--- src/rtl/icfg_pkg.sv ---
`timescale 1ns/1ps
package icfg_pkg;

    localparam logic [7:0] IDX_LDN  = 8'h07;
    localparam logic [7:0] IDX_ID   = 8'h20;
    localparam logic [7:0] IDX_REV  = 8'h27;
    localparam logic [7:0] IDX_ACT  = 8'h30;
    localparam logic [7:0] IDX_B0H  = 8'h60;
    localparam logic [7:0] IDX_B0L  = 8'h61;
    localparam logic [7:0] IDX_B1H  = 8'h62;
    localparam logic [7:0] IDX_B1L  = 8'h63;
    localparam logic [7:0] IDX_IRQ  = 8'h70;
    localparam logic [7:0] IDX_ITYP = 8'h71;

    localparam logic [7:0] ID_VALUE = 8'hEF;
    localparam logic [7:0] RD_EMPTY = 8'hFF;

    typedef struct packed {
        logic        act;
        logic [7:0]  b0_hi;
        logic [15:0] b0;
        logic [7:0]  b1_hi;
        logic [15:0] b1;
        logic [7:0]  irq_sel;
        logic [7:0]  irq_kind;
    } bank_t;

    typedef enum logic [2:0] {
        SRC_NONE,
        SRC_LDN,
        SRC_ID,
        SRC_REV,
        SRC_BANK
    } rd_src_e;

    function automatic rd_src_e classify(input logic [7:0] i);
        rd_src_e s;
        case (i)
            IDX_LDN:  s = SRC_LDN;
            IDX_ID:   s = SRC_ID;
            IDX_REV:  s = SRC_REV;
            IDX_ACT, IDX_B0H, IDX_B0L, IDX_B1H,
            IDX_B1L, IDX_IRQ, IDX_ITYP: s = SRC_BANK;
            default:  s = SRC_NONE;
        endcase
        return s;
    endfunction

    function automatic logic [7:0] bank_field(input bank_t b, input logic [7:0] i);
        logic [7:0] v;
        case (i)
            IDX_ACT:  v = {7'b0, b.act};
            IDX_B0H:  v = b.b0_hi;
            IDX_B0L:  v = b.b0[7:0];
            IDX_B1H:  v = b.b1_hi;
            IDX_B1L:  v = b.b1[7:0];
            IDX_IRQ:  v = b.irq_sel;
            IDX_ITYP: v = b.irq_kind;
            default:  v = RD_EMPTY;
        endcase
        return v;
    endfunction

endpackage

--- src/rtl/icfg_ctrl.sv ---
`timescale 1ns/1ps
module icfg_ctrl
    import icfg_pkg::*;
#(
    parameter logic [7:0] BANK_FIRST = 8'h10,
    parameter int          NUM_BANKS  = 4,
    parameter int          SEL_W      = 2
) (
    input  logic                 clk,
    input  logic                 rst,
    input  logic                 idx_we,
    input  logic [7:0]           idx_wdata,
    input  logic                 dat_we,
    input  logic [7:0]           dat_wdata,
    output logic [7:0]           idx_q,
    output logic [7:0]           ldn_q,
    output logic                 bank_hit,
    output logic [SEL_W-1:0]     bank_sel,
    output logic [NUM_BANKS-1:0] bank_we
);

    logic banked_idx;

    always_ff @(posedge clk) begin
        if (rst) begin
            idx_q <= '0;
            ldn_q <= '0;
        end else begin
            if (idx_we)
                idx_q <= idx_wdata;
            if (dat_we && idx_q == IDX_LDN)
                ldn_q <= dat_wdata;
        end
    end

    always_comb begin
        bank_hit   = (int'(ldn_q) >= int'(BANK_FIRST)) &&
                     (int'(ldn_q) <  int'(BANK_FIRST) + NUM_BANKS);
        bank_sel   = SEL_W'(ldn_q - BANK_FIRST);
        banked_idx = (classify(idx_q) == SRC_BANK);
    end

    for (genvar b = 0; b < NUM_BANKS; b++) begin : g_we
        assign bank_we[b] = dat_we && banked_idx && bank_hit && (bank_sel == SEL_W'(b));
    end

    AST_IDX_LOADS: assert property (@(posedge clk) disable iff (rst)
        idx_we |=> idx_q == $past(idx_wdata));

    AST_LDN_ONLY_ON_WRITE: assert property (@(posedge clk) disable iff (rst)
        !(dat_we && idx_q == IDX_LDN) |=> $stable(ldn_q));

    AST_ONE_BANK_WRITE: assert property (@(posedge clk) disable iff (rst)
        $onehot0(bank_we));

endmodule

--- src/rtl/icfg_bank.sv ---
`timescale 1ns/1ps
module icfg_bank
    import icfg_pkg::*;
(
    input  logic       clk,
    input  logic       rst,
    input  logic       we,
    input  logic [7:0] widx,
    input  logic [7:0] wdata,
    output bank_t      st
);

    always_ff @(posedge clk) begin
        if (rst) begin
            st <= '0;
        end else if (we) begin
            case (widx)
                IDX_ACT:  st.act      <= wdata[0];
                IDX_B0H:  st.b0_hi    <= wdata;
                IDX_B0L:  st.b0       <= {st.b0_hi, wdata};
                IDX_B1H:  st.b1_hi    <= wdata;
                IDX_B1L:  st.b1       <= {st.b1_hi, wdata};
                IDX_IRQ:  st.irq_sel  <= wdata;
                IDX_ITYP: st.irq_kind <= wdata;
                default:  ;
            endcase
        end
    end

    AST_BASE0_HOLD: assert property (@(posedge clk) disable iff (rst)
        !(we && widx == IDX_B0L) |=> $stable(st.b0));

    AST_BASE1_HOLD: assert property (@(posedge clk) disable iff (rst)
        !(we && widx == IDX_B1L) |=> $stable(st.b1));

    AST_BASE0_LOW_LANDS: assert property (@(posedge clk) disable iff (rst)
        (we && widx == IDX_B0L) |=> st.b0[7:0] == $past(wdata));

    AST_ACT_HOLD: assert property (@(posedge clk) disable iff (rst)
        !(we && widx == IDX_ACT) |=> $stable(st.act));

endmodule

--- src/rtl/icfg_rdmux.sv ---
`timescale 1ns/1ps
module icfg_rdmux
    import icfg_pkg::*;
#(
    parameter logic [4:0] REVISION = 5'h05
) (
    input  logic [7:0] idx,
    input  logic [7:0] ldn,
    input  logic       bank_hit,
    input  bank_t      cur,
    output logic [7:0] rdata
);

    always_comb begin
        case (classify(idx))
            SRC_LDN:  rdata = ldn;
            SRC_ID:   rdata = ID_VALUE;
            SRC_REV:  rdata = {3'b000, REVISION};
            SRC_BANK: rdata = bank_hit ? bank_field(cur, idx) : RD_EMPTY;
            default:  rdata = RD_EMPTY;
        endcase
    end

endmodule

--- src/rtl/icfg_space.sv ---
`timescale 1ns/1ps
module icfg_space
    import icfg_pkg::*;
#(
    parameter logic [7:0] BANK_FIRST = 8'h10,
    parameter int          NUM_BANKS  = 4,
    parameter logic [7:0] TARGET_LDN = 8'h12,
    parameter logic [4:0] REVISION   = 5'h05
) (
    input  logic        clk,
    input  logic        rst,
    input  logic        idx_we,
    input  logic [7:0]  idx_wdata,
    input  logic        dat_we,
    input  logic [7:0]  dat_wdata,
    output logic [7:0]  dat_rdata,
    output logic        dev_active,
    output logic [15:0] dev_base0,
    output logic [15:0] dev_base1
);

    localparam int SEL_W   = (NUM_BANKS > 1) ? $clog2(NUM_BANKS) : 1;
    localparam int TGT_SEL = int'(TARGET_LDN) - int'(BANK_FIRST);

    logic [7:0]           idx_q;
    logic [7:0]           ldn_q;
    logic                 bank_hit;
    logic [SEL_W-1:0]     bank_sel;
    logic [NUM_BANKS-1:0] bank_we;
    bank_t                banks [NUM_BANKS];
    bank_t                cur;

    icfg_ctrl #(
        .BANK_FIRST (BANK_FIRST),
        .NUM_BANKS  (NUM_BANKS),
        .SEL_W      (SEL_W)
    ) u_ctrl (
        .clk       (clk),
        .rst       (rst),
        .idx_we    (idx_we),
        .idx_wdata (idx_wdata),
        .dat_we    (dat_we),
        .dat_wdata (dat_wdata),
        .idx_q     (idx_q),
        .ldn_q     (ldn_q),
        .bank_hit  (bank_hit),
        .bank_sel  (bank_sel),
        .bank_we   (bank_we)
    );

    for (genvar b = 0; b < NUM_BANKS; b++) begin : g_bank
        icfg_bank u_bank (
            .clk   (clk),
            .rst   (rst),
            .we    (bank_we[b]),
            .widx  (idx_q),
            .wdata (dat_wdata),
            .st    (banks[b])
        );
    end

    always_comb begin
        cur = '0;
        for (int b = 0; b < NUM_BANKS; b++)
            if (bank_sel == SEL_W'(b))
                cur = banks[b];
    end

    icfg_rdmux #(
        .REVISION (REVISION)
    ) u_rdmux (
        .idx      (idx_q),
        .ldn      (ldn_q),
        .bank_hit (bank_hit),
        .cur      (cur),
        .rdata    (dat_rdata)
    );

    assign dev_active = banks[TGT_SEL].act;
    assign dev_base0  = banks[TGT_SEL].b0;
    assign dev_base1  = banks[TGT_SEL].b1;

    AST_ID_READ: assert property (@(posedge clk) disable iff (rst)
        (idx_q == IDX_ID) |-> dat_rdata == ID_VALUE);

    AST_NO_BANK_READS_EMPTY: assert property (@(posedge clk) disable iff (rst)
        (classify(idx_q) == SRC_BANK && !bank_hit) |-> dat_rdata == RD_EMPTY);

    AST_ACTIVE_NEEDS_WRITE: assert property (@(posedge clk) disable iff (rst)
        !dat_we |=> $stable(dev_active));

    AST_BASE_NEEDS_WRITE: assert property (@(posedge clk) disable iff (rst)
        !dat_we |=> $stable(dev_base0) && $stable(dev_base1));

endmodule

--- config.mk ---
export PLATFORM = sky130hd
export DESIGN_NAME = icfg_space
export DESIGN_NICKNAME = d
export VERILOG_FILES = /design/src/rtl/icfg_pkg.sv /design/src/rtl/icfg_ctrl.sv /design/src/rtl/icfg_bank.sv /design/src/rtl/icfg_rdmux.sv /design/src/rtl/icfg_space.sv
export SDC_FILE = /design/constraint.sdc
export NUM_CORES = 1
export LEC_CHECK = 0
export BUFFER_PORTS_ARGS = -buffer_cell sky130_fd_sc_hd__buf_2
export CAP_MARGIN = 20
export CELL_PAD_IN_SITES_DETAIL_PLACEMENT = 1
export CELL_PAD_IN_SITES_GLOBAL_PLACEMENT = 1
export CORE_UTILIZATION = 46
export CTS_CLUSTER_SIZE = 20
export DETAILED_ROUTE_END_ITERATION = 12
export PLACE_DENSITY = 0.79
export RECOVER_POWER = 50
export REMOVE_ABC_BUFFERS = 1
export SLEW_MARGIN = 20
export SYNTH_ARGS = -nofsm -noshare
export SYNTH_HDL_FRONTEND = slang
export SYNTH_SLANG_ARGS = --single-unit
--- constraint.sdc ---
create_clock -name clk -period 2.8 [get_ports clk]
set_clock_uncertainty 0.1 [all_clocks]
set_input_delay 0.14 -clock clk [delete_from_list [all_inputs] [get_ports clk]]
set_output_delay 0.14 -clock clk [all_outputs]
set_load 0.01 [all_outputs]
* Yosys cells after proc, flatten, opt, wreduce, memory -nomap -nowiden
Index checks and enable logic that the tools add are counted.
Operators by class: eq/ne operators 17, reduce and logical (&&, ||, !) cells 38, magnitude comparators 2, muxes and demuxes 8, add/sub/neg operators 1
Operators by type and width (number):
- 65-bit two-way mux | 4
- 8-bit one-hot mux with 7 select lines | 1
- 2-bit AND reduction | 28
- 8-bit by 7-bit == test with 1-bit output, second input constant | 6
- 8-bit one-hot mux with 4 select lines | 1
- 8-bit by 6-bit == test with 1-bit output, second input constant | 3
- 3-bit one-hot mux with 4 select lines | 1
- 8-bit by 3-bit == test with 1-bit output, second input constant | 1
- 8-bit by 5-bit >= comparator with 1-bit output, second input constant | 1
- 1-bit logical AND | 8
- 8-bit by 5-bit less-than comparator with 1-bit output, second input constant | 1
- 8-bit two-way mux | 1
- 7-bit OR reduction | 1
- 3-bit by 2-bit == test with 1-bit output, second input constant | 2
- 2-bit == test, second input constant | 2
- 3-bit by 1-bit == test with 1-bit output, second input constant | 1
- 3-bit == test, second input constant | 1
- 2-bit by 1-bit == test with 1-bit output, second input constant | 1
- 2-bit zero test | 1
- 2-bit by 1-bit subtractor with 2-bit output, second input constant | 1
Storage, ports and cells: output and inout bits 41, logic and storage cells 96, register bits after elaboration 276

* Longest topological paths before layout
Gate-level depths: netlist of run 1.
word-level depth 9, mapped depth 10

* By module
Synthesis of run 1 repeated with hierarchy kept, for this count alone.
Second synthesis, totals: cell total of the unflattened synthesis 1160, area total of the unflattened synthesis 13528.0 um^2
Modules (own cells, without submodules):
- icfg_bank | instances 4, seq. area each 1301.2 um^2, area each 2620.0 um^2, cells each 230
- icfg_space | instances 1, seq. area each 0.0 um^2, area each 1616.6 um^2, cells each 79
- icfg_ctrl | instances 1, seq. area each 320.3 um^2, area each 718.2 um^2, cells each 70
- icfg_rdmux | instances 1, seq. area each 0.0 um^2, area each 713.2 um^2, cells each 91

* Worst setup path before layout of run 1
OpenSTA, ideal clock, no wires.
path kind register -> output, start point register u_ctrl.idx_q[1], end point output dat_rdata[1], path slack 0.284 ns, path buffers 3, stages on the path, launching flop included 9, arrival 2.276 ns, cell sequence dfxtp_1 -> clkbuf_1 -> nor4_1 -> clkbuf_1 -> buf_1 -> a31oi_1 -> o21ai_0 -> nor2_1 -> o31ai_1
Between the ends: word-level cells in the longest chain between the ends 5, elaborated cells between the ends (all ways) 19
RTL lines:
- start: declaration | line icfg_ctrl.sv:15 | output logic [7:0] idx_q,
- start signal: assignment | line icfg_ctrl.sv:30 | idx_q <= idx_wdata;
- 8-bit by 6-bit == test with 1-bit output / 8-bit by 7-bit == test with 1-bit output (equally long branches) | line icfg_pkg.sv:38, icfg_pkg.sv:51
- 7-bit OR reduction | line icfg_pkg.sv:38 | case (i)
- 3-bit one-hot mux with 4 select lines | line icfg_pkg.sv:38
- 3-bit == test, or another cell as far along | line icfg_rdmux.sv:15 | case (classify(idx))
- 8-bit one-hot mux with 4 select lines (*) | line icfg_rdmux.sv:15
- end: declaration | line icfg_space.sv:16 | output logic [7:0] dat_rdata,
Every way passes the cells marked *; elsewhere a longest branch is shown, timed or not.

* Worst setup path in the final report of run 1
start point register u_ctrl.ldn_q[0], end point output dat_rdata[5]
Between the ends: word-level cells in the longest chain between the ends 9, elaborated cells between the ends (all ways) 15
RTL lines:
- start: declaration | line icfg_ctrl.sv:16 | output logic [7:0] ldn_q,
- start signal: assignment | line icfg_ctrl.sv:32 | ldn_q <= dat_wdata;
- 2-bit by 1-bit subtractor with 2-bit output | line icfg_ctrl.sv:39 | bank_sel = SEL_W'(ldn_q - BANK_FIRST);
- 2-bit zero test | line icfg_space.sv:65 | if (bank_sel == SEL_W'(b))
- 65-bit two-way mux (4 in series) | line icfg_space.sv:65
- 8-bit one-hot mux with 7 select lines | line icfg_pkg.sv:51 | case (i)
- 8-bit two-way mux (*) | line icfg_rdmux.sv:19 | SRC_BANK: rdata = bank_hit ? bank_field(cur, idx) : RD_EMPTY;
- 8-bit one-hot mux with 4 select lines (*) | line icfg_rdmux.sv:15
Marks and branches as above.

==> impl_results.html, run 1 <==
<table>
<tr><th>Metric</th><th>Value</th></tr>
<tr><th colspan="2">Run status</th></tr>
<tr><td>Status</td><td>finished, violations left</td></tr>
<tr><td>Violated checks</td><td>max-capacitance violations, max-slew violations, negative setup slack</td></tr>
<tr><th colspan="2">Timing</th></tr>
<tr><td>Minimum period implied by the final worst setup slack</td><td>3.22 ns</td></tr>
<tr><td>Worst-case headroom to the max-slew limit</td><td>-20.9%</td></tr>
<tr><td>Unrepaired setup endpoints after global routing</td><td>yes</td></tr>
<tr><td>Hold violation count in the final report</td><td>0</td></tr>
<tr><td>Total count of max-transition violations in the final report</td><td>77</td></tr>
<tr><td>Achievable Freq</td><td>311 MHz</td></tr>
<tr><td>Worst slew pin tran</td><td>1.81 ns</td></tr>
<tr><td>Crit share post-route</td><td>115%</td></tr>
<tr><td>Number of setup violations in the final report</td><td>78</td></tr>
<tr><td>Slack of the critical path</td><td>-0.419 ns</td></tr>
<tr><th colspan="2">Finish</th></tr>
<tr><td>Antenna cells</td><td>0</td></tr>
<tr><td>Leading cell type in the layout, fill and taps excluded</td><td>sky130_fd_sc_hd__nand2_1</td></tr>
<tr><td>Area Growth Syn to Fin</td><td>26.2%</td></tr>
<tr><td>Final non-filler cell area</td><td>13400 um^2</td></tr>
<tr><td>Commonest cells after routing, fill and taps aside</td><td>sky130_fd_sc_hd__nand2_1 (270), sky130_fd_sc_hd__dfxtp_1 (221), sky130_fd_sc_hd__a21oi_1 (206)</td></tr>
<tr><td>Ratio of cells with drive above 1 in the final layout</td><td>22.8%</td></tr>
<tr><td>Net count reported at finish</td><td>1450</td></tr>
<tr><td>Utilization of the core after routing</td><td>59.1%</td></tr>
<tr><th colspan="2">Synth</th></tr>
<tr><td>Post-synthesis register bit count</td><td>228</td></tr>
<tr><td>Mean cell area of the mapped netlist</td><td>7.83 um^2</td></tr>
<tr><td>Async set-or-reset flop fraction in the synthesized netlist</td><td>0%</td></tr>
<tr><td>Post-synthesis sequential area ratio</td><td>43.1%</td></tr>
<tr><td>Netlist area before placement</td><td>10600 um^2</td></tr>
<tr><td>Top_reg_cell synth</td><td>sky130_fd_sc_hd__dfxtp_1</td></tr>
<tr><td>Number of instances in the synthesized netlist</td><td>1354</td></tr>
<tr><td>Number of flops mapped to enable cells by yosys</td><td>0</td></tr>
<tr><td>Synthesis warning total</td><td>0</td></tr>
<tr><td>Netlist cell types</td><td>55</td></tr>
<tr><th colspan="2">Run</th></tr>
<tr><td>Number of maximum-capacitance constraint violations</td><td>1</td></tr>
<tr><th colspan="2">Drt</th></tr>
<tr><td>Count of unresolved DRC violations after routing</td><td>0</td></tr>
<tr><td>Via total after detailed routing</td><td>11600</td></tr>
<tr><td>Antenna Violating Nets Remaining</td><td>0</td></tr>
<tr><td>Number of iterations in the first detailed-routing pass</td><td>7</td></tr>
<tr><td>Overall routed net length</td><td>47.4 mm</td></tr>
<tr><td>WL per Instance</td><td>27.3 um</td></tr>
<tr><td>Initial detailed-routing violation count</td><td>1567</td></tr>
<tr><td>Number of vias per cell after detailed routing</td><td>6.71</td></tr>
<tr><th colspan="2">Power and ir drop</th></tr>
<tr><td>LEAKAGE</td><td>4.28 nW</td></tr>
<tr><td>PwrDens</td><td>565 nW/um^2</td></tr>
<tr><td>Largest voltage drop on the vdd net</td><td>0.000434 V</td></tr>
<tr><td>Total Power</td><td>7.57 mW</td></tr>
<tr><th colspan="2">Placed design</th></tr>
<tr><td>Count of input and output buffers</td><td>60</td></tr>
<tr><td>HPWL after DPL</td><td>24.6 mm</td></tr>
<tr><td>Routability congestion estimate from global placement</td><td>0.943</td></tr>
<tr><td>Placed Area</td><td>11200 um^2</td></tr>
<tr><th colspan="2">Clock network</th></tr>
<tr><td>Max clock buf depth</td><td>3</td></tr>
<tr><td>TritonCTS clock tree</td><td>yes</td></tr>
<tr><td>Root buffer cell</td><td>sky130_fd_sc_hd__clkbuf_16</td></tr>
<tr><td>Clock latency of the later-clocked register in the worst-skew pair</td><td>0.55 ns</td></tr>
<tr><td>Level count of the clock H-tree</td><td>1</td></tr>
<tr><td>Clock transition at the registers of the reported paths</td><td>0.07 ns</td></tr>
<tr><td>Number of buffers created by CTS</td><td>26</td></tr>
<tr><td>Number of sinks driven by the clock tree</td><td>228</td></tr>
<tr><th colspan="2">GRT</th></tr>
<tr><td>Via count of the first global-routing pass</td><td>11300</td></tr>
<tr><td>First-pass GRT wire length</td><td>64.8 mm</td></tr>
<tr><td>Overall global routing resource usage</td><td>35.1%</td></tr>
<tr><td>Antenna violations before repair</td><td>1</td></tr>
<tr><td>Global-route congestion overflow total</td><td>0</td></tr>
<tr><td>Pin count of the biggest net entering global routing</td><td>78</td></tr>
<tr><th colspan="2">Critical path</th></tr>
<tr><td>Required time reported for the critical path endpoint</td><td>2.56 ns</td></tr>
<tr><td>Sort of element at the start of the critical path</td><td>register</td></tr>
<tr><td>Category of the worst setup path capture point</td><td>primary output</td></tr>
<tr><td>Peak fanout along the critical path</td><td>6</td></tr>
<tr><td>Critical setup path kind</td><td>register to primary output</td></tr>
<tr><td>Data arrival time of the critical path</td><td>2.98 ns</td></tr>
<tr><td>Register-to-Register Path Depth</td><td>10</td></tr>
<tr><th colspan="2">Die</th></tr>
<tr><td>Height of the die</td><td>154 um</td></tr>
<tr><td>X dimension of the die</td><td>154 um</td></tr>
<tr><td>Boundary Pins</td><td>61</td></tr>
<tr><td>Initial Util</td><td>46.8%</td></tr>
<tr><td>Floorplan die area</td><td>23700 um^2</td></tr>
<tr><td>Std cell rows</td><td>55</td></tr>
<tr><td>Core ar.</td><td>22600 um^2</td></tr>
<tr><th colspan="2">Min path</th></tr>
<tr><td>Type of the tightest min-delay check</td><td>primary input to register</td></tr>
<tr><td>Number of cells on the worst hold path</td><td>3</td></tr>
</table>
worst max-delay path: stages, from the launching register on:
cell and delay, ns:
sky130_fd_sc_hd__dfxtp_4 0.42, sky130_fd_sc_hd__buf_4 0.16, sky130_fd_sc_hd__buf_6 0.12, sky130_fd_sc_hd__mux4_2 0.55, sky130_fd_sc_hd__a22oi_2 0.19, sky130_fd_sc_hd__o211ai_1 0.27, sky130_fd_sc_hd__a31oi_1 0.36, sky130_fd_sc_hd__o221ai_2 0.17
sky130_fd_sc_hd__buf_2 0.18
cell type report:
| cell class | count | area (um^2) |
|---|---|---|
| Fill cell | 2667 | 9260 |
| Timing Repair Buffer | 207 | 1640 |
| Clock buffer | 41 | 808 |
| Multi-Input combinational cell | 961 | 5810 |
| Inverter | 6 | 22.5 |
| Sequential cell | 228 | 4590 |
| Clock inverter | 7 | 160 |
| Tap cell | 285 | 357 |
where the power goes:
| group | leakage [nW] | internal (mW) | switching (mW) | total [mW] |
|---|---|---|---|---|
| clock | 0.476 | 2.43 | 1.44 | 3.87 |
| combinational | 1.96 | 0.138 | 0.294 | 0.432 |
| sequential | 1.84 | 3.25 | 0.0138 | 3.26 |
cell usage after synthesis, drive strengths merged, types with 3 or more instances:
master,count,area share (%)
o211ai,3,0.21
nand3,5,0.33
a221oi,4,0.33
nor3,7,0.38
a21oi,223,11
mux2,4,0.42
inv,6,0.21
a32oi,3,0.25
nand2,276,9.8
mux2i,56,5.3
a211oi,4,0.28
o32ai,5,0.41
clkbuf,112,4.0
o22ai,8,0.47
buf,47,2.9
mux4,12,2.5
nor2,72,3.4
o221ai,4,0.33
a22oi,21,1.5
dfxtp,228,43
nor4,3,0.18
o21ai,201,9.5
and2,6,0.35
a31oi,8,0.47
o31ai,3,0.21
nand4,3,0.18
nor2b,4,0.24
routing by layer:
layer / vias to the layer above / GRT usage (%) / wire [um]
met5: - / 0 / 16
met3: 292 / 7.67 / 5110
met2: 793 / 57.6 / 21700
met1: 5713 / 42.7 / 17500
met4: 2 / 20.2 / 3130
li1: 4841 / - / -
state kept, by name, indices dropped and copies added, names as in the netlist:
register	flops
g_bank.u_bank.st	212
u_ctrl.idx_q	8
u_ctrl.ldn_q	8
through the flow:
stage	setup TNS, ns	hold WS, ns	std cells	setup slack [ns]
finish	-6.83	0.0812	1735	-0.419
global placement	0	0.273	1620	0.114
floorplan	-210.93	0.109	1195	-1.39
global route	-12.57	0.0818	1735	-0.378
CTS	-0.0115	0.0721	1713	-0.00486
detailed placement	0	0.282	1620	0.101
worst paths after layout:
path / from / end / slack (ns)
worst min register to register: g_bank[2].u_bank.st[51] / g_bank[2].u_bank.st[51] / 0.35
worst max register to register: u_ctrl.ldn_q[3] / g_bank[3].u_bank.st[39] / -0.31
worst min-delay path: dat_wdata[7] / g_bank[1].u_bank.st[63] / 0.08
worst max-delay path: u_ctrl.ldn_q[0] / dat_rdata[5] / -0.42
cell families after synthesis:
family	count (synthesis)	share of synthesized area, %
simple gates	388	15.8
flops	228	43.1
mux	72	8.26
buf+inv	165	7.20
compound gates	501	25.7
repair_timing:
item                                   in CTS  in global routing
gates resized for setup                    93                 80
cloned                                      0                  3
setup endpoints to repair                   8                174
endpoints found under the hold margin      35                  0
hold buffers                               17                  0
buffers inserted                           28                 19
pin swaps                                  20                 29
(Power assumes the default switching activity.)
==> run 2, diff against run 1 <==
- GPL_TIMING_DRIVEN: unset -> 0
==> run 2 against run 1 <==
Compared with the run above:
- the flow finishes with violations (negative setup slack)
- count of clock-buffer cells in the layout is 2 higher
- cell area is 4.0% higher
- register-to-register slack worse by 0.29 ns
- clock power is 7.8% lower
- first-iteration DRC count is 22% higher
- sequential share of layout area is 1.2 points lower
- non-clock buffer count is 6 lower
- flip-flop and latch count stayed put
- maximum frequency is 8.4% lower
- worst setup slack worse by 0.29 ns
- combinational power is 5.6% higher
- largest cell class unchanged
==> impl_results.html, run 2 (synthesized netlist as in run 1, its figures left out) <==
<table>
<tr><th>Metric</th><th>Value</th></tr>
<tr><th colspan="2">Run status</th></tr>
<tr><td>Status</td><td>finished, violations left (unchanged)</td></tr>
<tr><td>Violated checks</td><td>negative setup slack (was max-capacitance violations, max-slew violations, negative setup slack)</td></tr>
<tr><th colspan="2">Critical path</th></tr>
<tr><td>Data arrival time of the critical path</td><td>3.27 ns (was 2.98 ns)</td></tr>
<tr><td>Critical setup path kind</td><td>register to primary output (unchanged)</td></tr>
<tr><td>Peak fanout along the critical path</td><td>8 (was 6)</td></tr>
<tr><td>Sort of element at the start of the critical path</td><td>register (unchanged)</td></tr>
<tr><td>Required time reported for the critical path endpoint</td><td>2.56 ns (about the same)</td></tr>
<tr><td>Category of the worst setup path capture point</td><td>primary output (unchanged)</td></tr>
<tr><th colspan="2">Clock network</th></tr>
<tr><td>Level count of the clock H-tree</td><td>1 (unchanged)</td></tr>
<tr><td>Clock latency of the later-clocked register in the worst-skew pair</td><td>0.58 ns (was 0.55 ns)</td></tr>
<tr><td>Max clock buf depth</td><td>3 (unchanged)</td></tr>
<tr><td>Number of sinks driven by the clock tree</td><td>228 (unchanged)</td></tr>
<tr><td>Number of buffers created by CTS</td><td>26 (unchanged)</td></tr>
<tr><td>Root buffer cell</td><td>sky130_fd_sc_hd__clkbuf_16 (unchanged)</td></tr>
<tr><td>Clock transition at the registers of the reported paths</td><td>0.08 ns (was 0.07 ns)</td></tr>
<tr><td>TritonCTS clock tree</td><td>yes (unchanged)</td></tr>
<tr><th colspan="2">Drt</th></tr>
<tr><td>Overall routed net length</td><td>60.4 mm (was 47.4 mm)</td></tr>
<tr><td>Count of unresolved DRC violations after routing</td><td>0 (unchanged)</td></tr>
<tr><td>WL per Instance</td><td>34.5 um (was 27.3 um)</td></tr>
<tr><td>Antenna Violating Nets Remaining</td><td>0 (unchanged)</td></tr>
<tr><td>Initial detailed-routing violation count</td><td>1905 (was 1567)</td></tr>
<tr><td>Number of vias per cell after detailed routing</td><td>7.28 (was 6.71)</td></tr>
<tr><td>Number of iterations in the first detailed-routing pass</td><td>6 (was 7)</td></tr>
<tr><td>Via total after detailed routing</td><td>12700 (was 11600)</td></tr>
<tr><th colspan="2">Die</th></tr>
<tr><td>Core ar.</td><td>22600 um^2 (unchanged)</td></tr>
<tr><td>Std cell rows</td><td>55 (unchanged)</td></tr>
<tr><td>X dimension of the die</td><td>154 um (unchanged)</td></tr>
<tr><td>Initial Util</td><td>46.8% (unchanged)</td></tr>
<tr><td>Floorplan die area</td><td>23700 um^2 (unchanged)</td></tr>
<tr><td>Boundary Pins</td><td>61 (unchanged)</td></tr>
<tr><td>Height of the die</td><td>154 um (unchanged)</td></tr>
<tr><th colspan="2">GRT</th></tr>
<tr><td>First-pass GRT wire length</td><td>69.5 mm (was 64.8 mm)</td></tr>
<tr><td>Global-route congestion overflow total</td><td>0 (unchanged)</td></tr>
<tr><td>Via count of the first global-routing pass</td><td>11600 (was 11300)</td></tr>
<tr><td>Overall global routing resource usage</td><td>38.6% (was 35.1%)</td></tr>
<tr><td>Pin count of the biggest net entering global routing</td><td>116 (was 78)</td></tr>
<tr><td>Antenna violations before repair</td><td>6 (was 1)</td></tr>
<tr><th colspan="2">Power and ir drop</th></tr>
<tr><td>Total Power</td><td>7.30 mW (was 7.57 mW)</td></tr>
<tr><td>NetSw</td><td>1.92 mW (was 1.75 mW)</td></tr>
<tr><td>Internal</td><td>5.38 mW (was 5.81 mW)</td></tr>
<tr><td>PwrDens</td><td>525 nW/um^2 (was 565 nW/um^2)</td></tr>
<tr><td>Power share of the clock group</td><td>48.9% (was 51.2%)</td></tr>
<tr><td>Sequential cell fraction of total power</td><td>44.8% (was 43.1%)</td></tr>
<tr><td>Switching share of power</td><td>26.3% (was 23.1%)</td></tr>
<tr><td>Part of the total power dissipated in combinational logic</td><td>6.2% (was 5.7%)</td></tr>
<tr><td>Largest voltage drop on the vdd net</td><td>0.000420 V (was 0.000434 V)</td></tr>
<tr><td>LEAKAGE</td><td>4.29 nW (was 4.28 nW)</td></tr>
<tr><th colspan="2">Finish</th></tr>
<tr><td>Flip-flop count of the largest register after layout</td><td>212 (unchanged)</td></tr>
<tr><td>Net count reported at finish</td><td>1460 (was 1450)</td></tr>
<tr><td>Utilization of the core after routing</td><td>61.5% (was 59.1%)</td></tr>
<tr><td>Largest register by flop count</td><td>g_bank.u_bank.st (unchanged)</td></tr>
<tr><td>Ratio of cells with drive above 1 in the final layout</td><td>24.2% (was 22.8%)</td></tr>
<tr><td>Area Growth Syn to Fin</td><td>31.3% (was 26.2%)</td></tr>
<tr><td>Largest registers</td><td>g_bank.u_bank.st x212, u_ctrl.idx_q x8, u_ctrl.ldn_q x8 (unchanged)</td></tr>
<tr><td>Commonest cells after routing, fill and taps aside</td><td>sky130_fd_sc_hd__nand2_1 (264), sky130_fd_sc_hd__dfxtp_1 (215), sky130_fd_sc_hd__a21oi_1 (209) (was sky130_fd_sc_hd__nand2_1 (270), sky130_fd_sc_hd__dfxtp_1 (221), sky130_fd_sc_hd__a21oi_1 (206))</td></tr>
<tr><td>Leading cell type in the layout, fill and taps excluded</td><td>sky130_fd_sc_hd__nand2_1 (unchanged)</td></tr>
<tr><th colspan="2">Timing</th></tr>
<tr><td>Worst slew pin tran</td><td>0.922 ns (was 1.81 ns)</td></tr>
<tr><td>Slack of the critical path</td><td>-0.713 ns (was -0.419 ns)</td></tr>
<tr><td>Worst hold slack</td><td>0.0631 ns (was 0.0812 ns)</td></tr>
<tr><td>Worst-case headroom to the max-slew limit</td><td>38.6% (was -20.9%)</td></tr>
<tr><td>Total count of max-transition violations in the final report</td><td>0 (was 77)</td></tr>
<tr><td>Minimum period implied by the final worst setup slack</td><td>3.51 ns (was 3.22 ns)</td></tr>
<tr><td>Achievable Freq</td><td>285 MHz (was 311 MHz)</td></tr>
<tr><td>Hold violation count in the final report</td><td>0 (unchanged)</td></tr>
<tr><td>Crit share post-route</td><td>125% (was 115%)</td></tr>
<tr><td>Number of setup violations in the final report</td><td>220 (was 78)</td></tr>
<tr><td>Unrepaired setup endpoints after global routing</td><td>yes (unchanged)</td></tr>
<tr><th colspan="2">Placed design</th></tr>
<tr><td>Count of input and output buffers</td><td>60 (unchanged)</td></tr>
<tr><td>Routability congestion estimate from global placement</td><td>0.818 (was 0.943)</td></tr>
<tr><td>HPWL after DPL</td><td>21.5 mm (was 24.6 mm)</td></tr>
<tr><th colspan="2">Min path</th></tr>
<tr><td>Type of the tightest min-delay check</td><td>primary input to register (unchanged)</td></tr>
<tr><th colspan="2">Run</th></tr>
<tr><td>Number of maximum-capacitance constraint violations</td><td>0 (was 1)</td></tr>
</table>
-- run 2: path summary, 6_finish.rpt --
check | startpoint | to | slack, ns | cells after the start
worst min-delay path | dat_wdata[5] | g_bank[3].u_bank.st[13] | 0.06 | 3
worst max register to register | u_ctrl.ldn_q[5] | g_bank[0].u_bank.st[43] | -0.60 | 8
worst min register to register | g_bank[2].u_bank.st[53] | g_bank[2].u_bank.st[53] | 0.36 | 2
worst max-delay path | u_ctrl.idx_q[3] | dat_rdata[0] | -0.71 | 9
-- run 2: stage by stage --
| stage | cell area [um^2] | setup TNS [ns] | instances | setup slack, ns |
|---|---|---|---|---|
| 2_1_floorplan | 9860 | -210.93 | 1195 | -1.39 |
| 3_3_place_gp | 10500 | -802.33 | 1540 | -4.47 |
| 3_5_place_dp | 10700 | -297.84 | 1547 | -2.06 |
| 4_1_cts | 12900 | -6.09 | 1683 | -0.150 |
| 5_1_grt | 13900 | -48.56 | 1746 | -0.645 |
| 6_report | 13900 | -54.18 | 1748 | -0.713 |
-- run 2: final cells by class --
class	count	area, um^2
sequential	228	4600
tap	285	357
clock buffer	43	786
clock inverter	4	47.5
antenna	4	10.0
fill	2600	8720
timing repair inverter	1	7.51
timing repair buffer	201	1910
inverter	6	30.0
multi-input combinational	976	6180
-- run 2: power groups by stage --
stage               clock, mW  combinational [mW]  sequential (mW)
detailed placement          0               0.247             3.34
CTS                      3.41               0.351             3.27
global route             3.64               0.447             3.27
floorplan                   0              0.0648             3.34
finish                   3.57               0.456             3.27
global placement            0               0.233             3.35
-- run 2: layer usage --
metal  global-route usage, %  wire length (um)
met5                       0                44
met2                    60.8             24800
met4                    24.6              6020
met3                    9.58              9370
met1                    47.3             20200
-- run 2: timing repair --
action                                 in CTS  in global routing
cloned                                     12                 12
pin swaps                                  39                 35
setup endpoints to repair                 228                195
endpoints found under the hold margin      10                  0
buffers inserted                           59                 50
gates resized for setup                   128                120
hold buffers                               18                  0
-- run 2: critical path: stages (launching register included) --
cell                       delay [ns]
sky130_fd_sc_hd__dfxtp_4         0.44
sky130_fd_sc_hd__nor2_4          0.07
sky130_fd_sc_hd__buf_12          0.16
sky130_fd_sc_hd__buf_4           0.13
sky130_fd_sc_hd__and2_2          0.26
sky130_fd_sc_hd__buf_4           0.19
sky130_fd_sc_hd__a221oi_2        0.57
sky130_fd_sc_hd__o32ai_2         0.29
sky130_fd_sc_hd__o32a_1          0.40
sky130_fd_sc_hd__buf_2           0.16
